### src/rtl/dacif_pkg.sv
package dacif_pkg;

    // Command carried by a committed frame
    typedef enum logic [1:0] {
        CMD_LOAD     = 2'd0,
        CMD_SHDN_ONE = 2'd1,
        CMD_SHDN_ALL = 2'd2
    } dacif_cmd_e;

endpackage

### src/rtl/dacif_shift.sv
module dacif_shift #(
    parameter int FRAME_W = 16
) (
    input  logic               clk,
    input  logic               rst_n,
    input  logic               csel_n,
    input  logic               sclk,
    input  logic               sdin,
    output logic [FRAME_W-1:0] word_o,
    output logic               commit_o
);

    typedef struct packed {
        logic               sclk;
        logic               csel;
        logic [FRAME_W-1:0] sr;
    } shift_t;

    shift_t s_d, s_q;
    logic   sclk_rise;

    always_comb begin
        s_d       = s_q;
        sclk_rise = sclk & ~s_q.sclk;
        commit_o  = csel_n & ~s_q.csel;
        s_d.sclk  = sclk;
        s_d.csel  = csel_n;
        if (!csel_n && sclk_rise) begin
            s_d.sr = {s_q.sr[FRAME_W-2:0], sdin};
        end
    end

    always_ff @(posedge clk or negedge rst_n) begin
        if (!rst_n) begin
            s_q.sclk <= 1'b0;
            s_q.csel <= 1'b1;   // idle high, so no commit right after reset
            s_q.sr   <= '0;
        end else begin
            s_q <= s_d;
        end
    end

    assign word_o = s_q.sr;

    // select high freezes the frame register
    a_r1_hold: assert property (@(posedge clk) disable iff (!rst_n)
        csel_n |=> s_q.sr == $past(s_q.sr));

    // a sampled rising serial edge with select low shifts in one bit
    a_r1_shift: assert property (@(posedge clk) disable iff (!rst_n)
        (!csel_n && sclk && !s_q.sclk) |=>
            (s_q.sr[0] == $past(sdin)) &&
            (s_q.sr[FRAME_W-1:1] == $past(s_q.sr[FRAME_W-2:0])));

endmodule

### src/rtl/dacif_decode.sv
module dacif_decode
    import dacif_pkg::*;
#(
    parameter int DATA_W = 12,
    parameter int ADDR_W = 2,
    localparam int NCH     = 1 << ADDR_W,
    localparam int FRAME_W = DATA_W + 2 + ADDR_W
) (
    input  logic [FRAME_W-1:0] word_i,
    input  logic               commit_i,
    output logic [NCH-1:0]     load_o,
    output logic [NCH-1:0]     shdn_set_o,
    output logic [DATA_W-1:0]  data_o
);

    logic              all_off;
    logic              one_off;
    logic [ADDR_W-1:0] addr;
    logic [NCH-1:0]    sel;
    dacif_cmd_e        cmd;

    always_comb begin
        all_off = word_i[FRAME_W-1];
        one_off = word_i[FRAME_W-2];
        addr    = word_i[FRAME_W-3 -: ADDR_W];
        data_o  = word_i[DATA_W-1:0];

        if (all_off) begin
            cmd = CMD_SHDN_ALL;
        end else if (one_off) begin
            cmd = CMD_SHDN_ONE;
        end else begin
            cmd = CMD_LOAD;
        end

        sel       = '0;
        sel[addr] = 1'b1;

        load_o     = '0;
        shdn_set_o = '0;
        if (commit_i) begin
            unique case (cmd)
                CMD_LOAD:     load_o     = sel;
                CMD_SHDN_ONE: shdn_set_o = sel;
                CMD_SHDN_ALL: shdn_set_o = '1;
                default:      load_o     = '0;
            endcase
        end
    end

    // a load touches at most one channel and never coincides with a power-down
    always_comb begin
        a_r3_one_load: assert ($onehot0(load_o));
        a_r3_excl:     assert ((load_o & shdn_set_o) == '0);
    end

endmodule

### src/rtl/dacif_channel.sv
module dacif_channel #(
    parameter int DATA_W = 12
) (
    input  logic              clk,
    input  logic              rst_n,
    input  logic              load_i,
    input  logic              shdn_set_i,
    input  logic [DATA_W-1:0] data_i,
    input  logic              upd_n,
    output logic [DATA_W-1:0] code_o,
    output logic              shdn_o
);

    typedef struct packed {
        logic [DATA_W-1:0] inreg;
        logic [DATA_W-1:0] dac;
        logic              shdn;
    } chan_t;

    chan_t c_d, c_q;

    always_comb begin
        c_d = c_q;
        if (load_i) begin
            c_d.inreg = data_i;
        end
        if (shdn_set_i) begin
            c_d.shdn = 1'b1;
        end else if (load_i) begin
            c_d.shdn = 1'b0;
        end
        // strobe low: behaves as a transparent latch on the input register
        if (!upd_n) begin
            c_d.dac = c_d.inreg;
        end
    end

    always_ff @(posedge clk or negedge rst_n) begin
        if (!rst_n) begin
            c_q <= '0;
        end else begin
            c_q <= c_d;
        end
    end

    assign code_o = c_q.shdn ? '0 : c_q.dac;
    assign shdn_o = c_q.shdn;

    // strobe high holds the DAC register
    a_r6_hold: assert property (@(posedge clk) disable iff (!rst_n)
        upd_n |=> c_q.dac == $past(c_q.dac));

    // a load with the strobe low reaches the DAC register in the same cycle
    a_r6_follow: assert property (@(posedge clk) disable iff (!rst_n)
        (load_i && !upd_n) |=> c_q.dac == $past(data_i));

    // a load wakes the channel
    a_r3_wake: assert property (@(posedge clk) disable iff (!rst_n)
        load_i |=> !c_q.shdn);

    // a power-down command sets the flag
    a_r5_set: assert property (@(posedge clk) disable iff (!rst_n)
        shdn_set_i |=> c_q.shdn);

    // a powered-down channel still tracks its input register while transparent
    a_r9_track: assert property (@(posedge clk) disable iff (!rst_n)
        (c_q.shdn && !upd_n && !load_i) |=> c_q.dac == $past(c_q.inreg));

endmodule

### src/rtl/dacif_quad.sv
module dacif_quad #(
    parameter int DATA_W = 12,
    parameter int ADDR_W = 2,
    localparam int NCH     = 1 << ADDR_W,
    localparam int FRAME_W = DATA_W + 2 + ADDR_W
) (
    input  logic                  clk,
    input  logic                  rst_n,
    input  logic                  csel_n,
    input  logic                  sclk,
    input  logic                  sdin,
    input  logic                  upd_n,
    output logic [NCH*DATA_W-1:0] dac_code_o,
    output logic [NCH-1:0]        shdn_o
);

    logic [FRAME_W-1:0] word;
    logic               commit;
    logic [NCH-1:0]     load;
    logic [NCH-1:0]     shdn_set;
    logic [DATA_W-1:0]  data;

    dacif_shift #(.FRAME_W(FRAME_W)) u_shift (
        .clk      (clk),
        .rst_n    (rst_n),
        .csel_n   (csel_n),
        .sclk     (sclk),
        .sdin     (sdin),
        .word_o   (word),
        .commit_o (commit)
    );

    dacif_decode #(.DATA_W(DATA_W), .ADDR_W(ADDR_W)) u_decode (
        .word_i     (word),
        .commit_i   (commit),
        .load_o     (load),
        .shdn_set_o (shdn_set),
        .data_o     (data)
    );

    for (genvar g = 0; g < NCH; g++) begin : g_chan
        dacif_channel #(.DATA_W(DATA_W)) u_chan (
            .clk        (clk),
            .rst_n      (rst_n),
            .load_i     (load[g]),
            .shdn_set_i (shdn_set[g]),
            .data_i     (data),
            .upd_n      (upd_n),
            .code_o     (dac_code_o[g*DATA_W +: DATA_W]),
            .shdn_o     (shdn_o[g])
        );
    end

    // an all-off frame powers down every channel
    a_r4_all_off: assert property (@(posedge clk) disable iff (!rst_n)
        (commit && word[FRAME_W-1]) |=> (shdn_o == '1));

    // without a commit the power-down flags only fall through a load, never rise
    a_r2_no_commit: assert property (@(posedge clk) disable iff (!rst_n)
        !commit |=> ((shdn_o & ~$past(shdn_o)) == '0));

endmodule

### config.mk
export PLATFORM = sky130hd
export DESIGN_NAME = dacif_quad
export DESIGN_NICKNAME = d
export VERILOG_FILES = /design/src/rtl/dacif_pkg.sv /design/src/rtl/dacif_shift.sv /design/src/rtl/dacif_decode.sv /design/src/rtl/dacif_channel.sv /design/src/rtl/dacif_quad.sv
export SDC_FILE = /design/constraint.sdc
export NUM_CORES = 1
export LEC_CHECK = 0
export BUFFER_PORTS_ARGS = -buffer_cell sky130_fd_sc_hd__buf_2
export CAP_MARGIN = 20
export CORE_MARGIN = 2
export CORE_UTILIZATION = 39
export CTS_CLUSTER_SIZE = 16
export DETAILED_ROUTE_END_ITERATION = 16
export GPL_ROUTABILITY_DRIVEN = 0
export PLACE_DENSITY_LB_ADDON = 0.2
export SYNTH_ARGS = -nofsm -noshare
export SYNTH_HDL_FRONTEND = slang
export SYNTH_SLANG_ARGS = --single-unit
### constraint.sdc
create_clock -name clk -period 4.4 [get_ports clk]
set_input_delay 0.44 -clock clk [delete_from_list [all_inputs] [get_ports clk]]
set_output_delay 0.44 -clock clk [all_outputs]
set_load 0.02 [all_outputs]
---- Yosys cells after proc, flatten, opt, wreduce, memory -nomap -nowiden ----
Cells that the tools add are included.
word-level totals
  logic and storage cells ................. 55
  output and inout bits ................... 52
  memories ................................ 0
  memory bits (writable) .................. 0
  bits in read-only memories .............. 0
  bits of input ports ..................... 6
  bits in latches ......................... 0
  register bits after elaboration ......... 118
operators by class
  div/mod/pow operators ................... 0
  equality and inequality tests ........... 2
  multiply operators ...................... 0
  $add $sub $neg .......................... 0
  reduce and logical (&&, ||, !) cells .... 8
  muxes and demuxes ....................... 24
  shift operators ......................... 0
  $lt $le $gt $ge ......................... 2
  bitwise gates (word level) .............. 4
operator list
  operator                                              number
  two-way mux 12 bit                                    8
  two-way mux 4 bit                                     3
  two-way mux 1 bit                                     10
  one-hot mux 4 bit (2 select lines)                    1
  nonzero test 2 bit                                    4
  < comparator 2 x 3 -> 1 bit (second input constant)   1
  AND 1 bit                                             2
  demux 1 bit (select 2 bit)                            1
  == test 2 x 1 -> 1 bit (second input constant)        1
  == test 2 bit (second input constant)                 1
  >= comparator 2 x 1 -> 1 bit (second input constant)  1
  logical AND 1 bit                                     2
  logical NOT 2 bit                                     1
  two-way mux 2 bit                                     1
  inverter 1 bit                                        2
  logical NOT 1 bit                                     1

---- Depth between registers and ports, before layout ----
  depth after elaboration ................. 8
  gate-level depth with buffers ........... 5
  mapped depth without buffers ............ 3

---- Hierarchy ----
A second synthesis with hierarchy kept.
unflattened totals
  cells, all modules ...................... 344
  area total of the unflattened synthesis .. 5112.4 µm²
by module, submodules not included
  module         cells each  area an instance (µm²)  instances  seq. area each (µm²)
  dacif_channel  66          1036.0                  4          625.6
  dacif_shift    53          788.3                   1          451.7
  dacif_decode   27          180.2                   1          0.0

---- Worst setup path after synthesis ----
OpenSTA, ideal clock, no wires.
  kind .................................... register to register
  start point ............................. register u_shift.s_q, in the netlist u_shift.word_o[15]
  end point ............................... register g_chan[3].u_chan.c_q[19] (netlist name)
  path slack .............................. 2.784 ns
  cell stages (with the launch flop) ...... 6
  data arrival time ....................... 1.489 ns
  clock period less this slack ............ 1.616 ns
  setup time .............................. 0.127 ns
  cell sequence ........................... dfrtp_1 -> or4b_1 -> buf_6 -> buf_12 -> o21ai_2 -> o31ai_2
RTL lines
  what                    line                 source
  start: declaration      dacif_shift.sv:19    shift_t s_d, s_q;
  end signal: assignment  dacif_channel.sv:40  c_q <= '0;
  end signal: assignment  dacif_channel.sv:42  c_q <= c_d;
  end: declaration        dacif_channel.sv:20  chan_t c_d, c_q;

==> metrics.md <==
| Metric | Value |
|---|---|
| Status | `finished, final reports clean` |
| Top cell family by delay on the critical path | `simple AND/OR/NAND/NOR gates` |
| Max_slew headroom | `0.315` |
| TritonCTS clock tree | `yes` |
| Setup TNS | `0 ps` |
| Multi-input gate area | `2120 um^2` |
| Drt total wl | `14300 um` |
| 1st-iter DRT viols | `329` |
| Port Buffers | `57` |
| Post-Synthesis Cells | `516` |
| VDD IR-drop max | `0.282 mV` |
| Final ANT Viol Nets | `0` |
| HPWL after detailed placement | `8640 um` |
| PostCTS Resize Cnt | `0` |
| Synthesized area | `5380 um^2` |
| Slowest CP cell | `nor4b_4` |
| Clk_skew | `3.56 ps` |
| Die W | `121 um` |
| Synth warn | `0` |
| Fillers | `1270` |
| Clk slew on worst S/H paths | `50 ps` |
| Worst hold-check path type | `input port to asynchronous set/reset pin` |
| Std-Cell Rows | `42` |
| Register area share after synthesis | `0.549` |
| Worst Setup EP | `g_chan[1].u_chan.c_q[23]` |
| # setup viols final | `0` |
| CP Max Fanout | `18` |
| Fmax | `0.438 GHz` |
| Gr usage total | `0.207` |
| Remaining routing DRC violations | `0` |
| IO Count | `58` |
| Slew Viols, Final | `0` |
| Clock tree buffer depth | `2` |
| Power per cell area | `706 nW/um^2` |
| Post-synthesis register bit count | `118` |
| P_leak | `2.67 nW` |
| First-pass GRT wire length | `22500 um` |
| Placeable core area | `13300 um^2` |
| Non-filler cells, final | `745` |
| P&R area growth vs syn | `16.4%` |
| Clock sinks | `118` |
| Crit path kind | `register to register` |
| Worst Setup Start Kind | `register` |
| Syn Nets | `522` |
| Share of post-route cells with drive strength above 1 | `0.253` |
| R2R cell count | `3` |
| Die Ht | `121 um` |
| Die ar. | `14800 um^2` |
| Routed length per instance | `19.2 um` |
| Max-cap violations | `0` |
| Worst path max stage delay | `900 ps` |
| DR vias | `4069` |
| Crit path capture type | `register` |
| Clock Tree Root | `clkbuf_16` |
| Vias per inst | `5.46` |
| Worst path depth | `3` |
| Post-Route Utilization | `0.469` |
| Post-place instance area | `5700 um^2` |
| WP data arrival | `2610 ps` |
| Pre-antenna DRT Iters | `5` |
| Setup slack at placement | `2070 ps` |
| End of the worst register-to-register path | `g_chan[1].u_chan.c_q[23]` |
| Min cycle time layout | `2290 ps` |
| R2R setup slack | `2110 ps` |
| Layout net count | `562` |
| Clock Latency Late Sink | `410 ps` |
| Setup bufs post-CTS | `0` |
| Seq. cell area | `2950 um^2` |
| Crit path buffers/inverters | `0` |
| RSZ-0062 raised after global routing | `false` |
| CTS Buf Count | `17` |
| Hold buffer count at CTS | `0` |
| # diodes | `0` |
| Grt total ovfl | `0` |
| Slew @ Worst Pin | `1020 ps` |
| Hold Violations, Final | `0` |
| Vias in the first global route | `3869` |
| Antenna violations before repair | `0` |
| Setup crit start | `u_shift.word_o[15]` |
| Initial Util | `0.403` |
| DP Cell Count | `712` |
| Reg2reg start | `u_shift.word_o[15]` |
| Synth unique cells | `28` |
| WP data required | `4730 ps` |
| Final Cycle Share | `0.519` |
| Post-route cell area | `6270 um^2` |
| Setup ws final | `2110 ps` |
| H-tree levels | `4` |
| Critical-path cell list | `nor4b_4 -> nand2_1 -> o21ai_1` |
| Pin count of the biggest net entering global routing | `61` |
| Avg Cell Area, Syn | `10.4 um^2` |
==> final cells by class <==
type,instances,share of cell area
Inverter,13,0.00779
Multi-Input combinational cell,339,0.338
Clock inverter,11,0.0132
Tap cell,176,0.0351
Sequential cell,118,0.471
Clock buffer,21,0.0735
Timing Repair Buffer,67,0.0611
==> logic make-up (layout without fill, tap and decap cells) <==
| kind of cell | count (synthesis) | count (layout) | share of synthesized area |
|---|---|---|---|
| muxes | 4 | 4 | 0.00837 |
| and+or+nand+nor | 123 | 123 | 0.140 |
| AOI/OAI and AO/OA | 212 | 212 | 0.244 |
| DFF | 118 | 118 | 0.549 |
| buffers and inverters | 59 | 112 | 0.0588 |
==> registers in the layout (all words and copies together), names as in the netlist <==
name	count
g_chan.u_chan.c_q	96
g_chan.u_chan.shdn_o	4
u_shift.s_q	2
u_shift.word_o	16
==> worst min-delay path by stage <==
stage	from	slack, ps	depth (start not counted)	to
after floorplan	rst_n	140	0	g_chan[0].u_chan.c_q[10]
after global placement	g_chan[3].u_chan.c_q[18]	460	2	g_chan[3].u_chan.c_q[18]
after detailed placement	g_chan[3].u_chan.c_q[16]	470	2	g_chan[3].u_chan.c_q[16]
after CTS	rst_n	110	1	g_chan[3].u_chan.c_q[1]
after global routing	rst_n	130	1	g_chan[3].u_chan.c_q[9]
final	rst_n	80	1	g_chan[3].u_chan.c_q[2]
==> placed cells by master, fill, tap and decap left out <==
master,synthesis,layout
dfrtp_1,117,117
nor2b_1,99,99
buf_2,6,56
a31oi_1,48,48
a21oi_1,48,48
o21ai_1,47,47
o21ai_2,36,36
clkbuf_16,0,17
nand2_1,16,16
o21ai_0,14,14
inv_1,13,13
o31ai_1,10,10
buf_4,6,10
clkinv_2,0,9
o21a_1,6,6
mux2_2,4,4
nand2b_1,2,2
o31ai_2,2,2
clkbuf_8,0,2
clkbuf_1,27,2
nor4b_4,1,1
or4b_4,0,1
nor2_1,1,1
or2_2,1,1
nor3b_2,1,1
and2_0,1,1
a22oi_1,1,1
clkinvlp_4,0,1
bufinv_16,0,1
buf_16,0,1
dfstp_2,1,1
==> worst reg2reg max path, cell delays in order (launching register included) <==
cell and delay [ps]:
dfrtp_1 460, nor4b_4 900, nand2_1 550, o21ai_1 290
==> where the power goes <==
| group | switching, mW | internal, mW |
|---|---|---|
| Clock | 0.482 | 0.794 |
| Combinational | 0.835 | 0.479 |
| Sequential | 0.335 | 1.50 |
| Total | 1.65 | 2.77 |
==> stage by stage <==
step	total power [mW]	hold slack [ps]
6_report	4.43	80.0
5_1_grt	4.68	133
4_1_cts	4.43	109
3_5_place_dp	3.15	474
3_3_place_gp	3.11	464
2_1_floorplan	2.73	144
==> metal layers <==
| metal | vias up | track usage | share of wire |
|---|---|---|---|
| met5 | - | 0 | 0 |
| met4 | 0 | 0.0611 | 0.013 |
| met3 | 16 | 0.0484 | 0.051 |
| met2 | 137 | 0.309 | 0.45 |
| met1 | 2014 | 0.301 | 0.48 |
| li1 | 1902 | - | - |
==> cell usage after synthesis, drive strengths merged <==
library cell	count	area (um^2)
dfstp	1	26.3
buf	19	166
a22oi	1	7.51
nor2b	99	619
o31ai	12	100
and2	1	6.26
clkbuf	27	101
o21a	6	45.0
nand2	16	60.1
nor2	1	3.75
or2	1	6.26
inv	13	48.8
a31oi	48	300
dfrtp	117	2930
a21oi	48	240
o21ai	97	621
nand2b	2	12.5
mux2	4	45.0
or4b	1	10.0
nor3b	1	12.5
nor4b	1	23.8
Note: power is estimated with default switching activity, not from simulation.
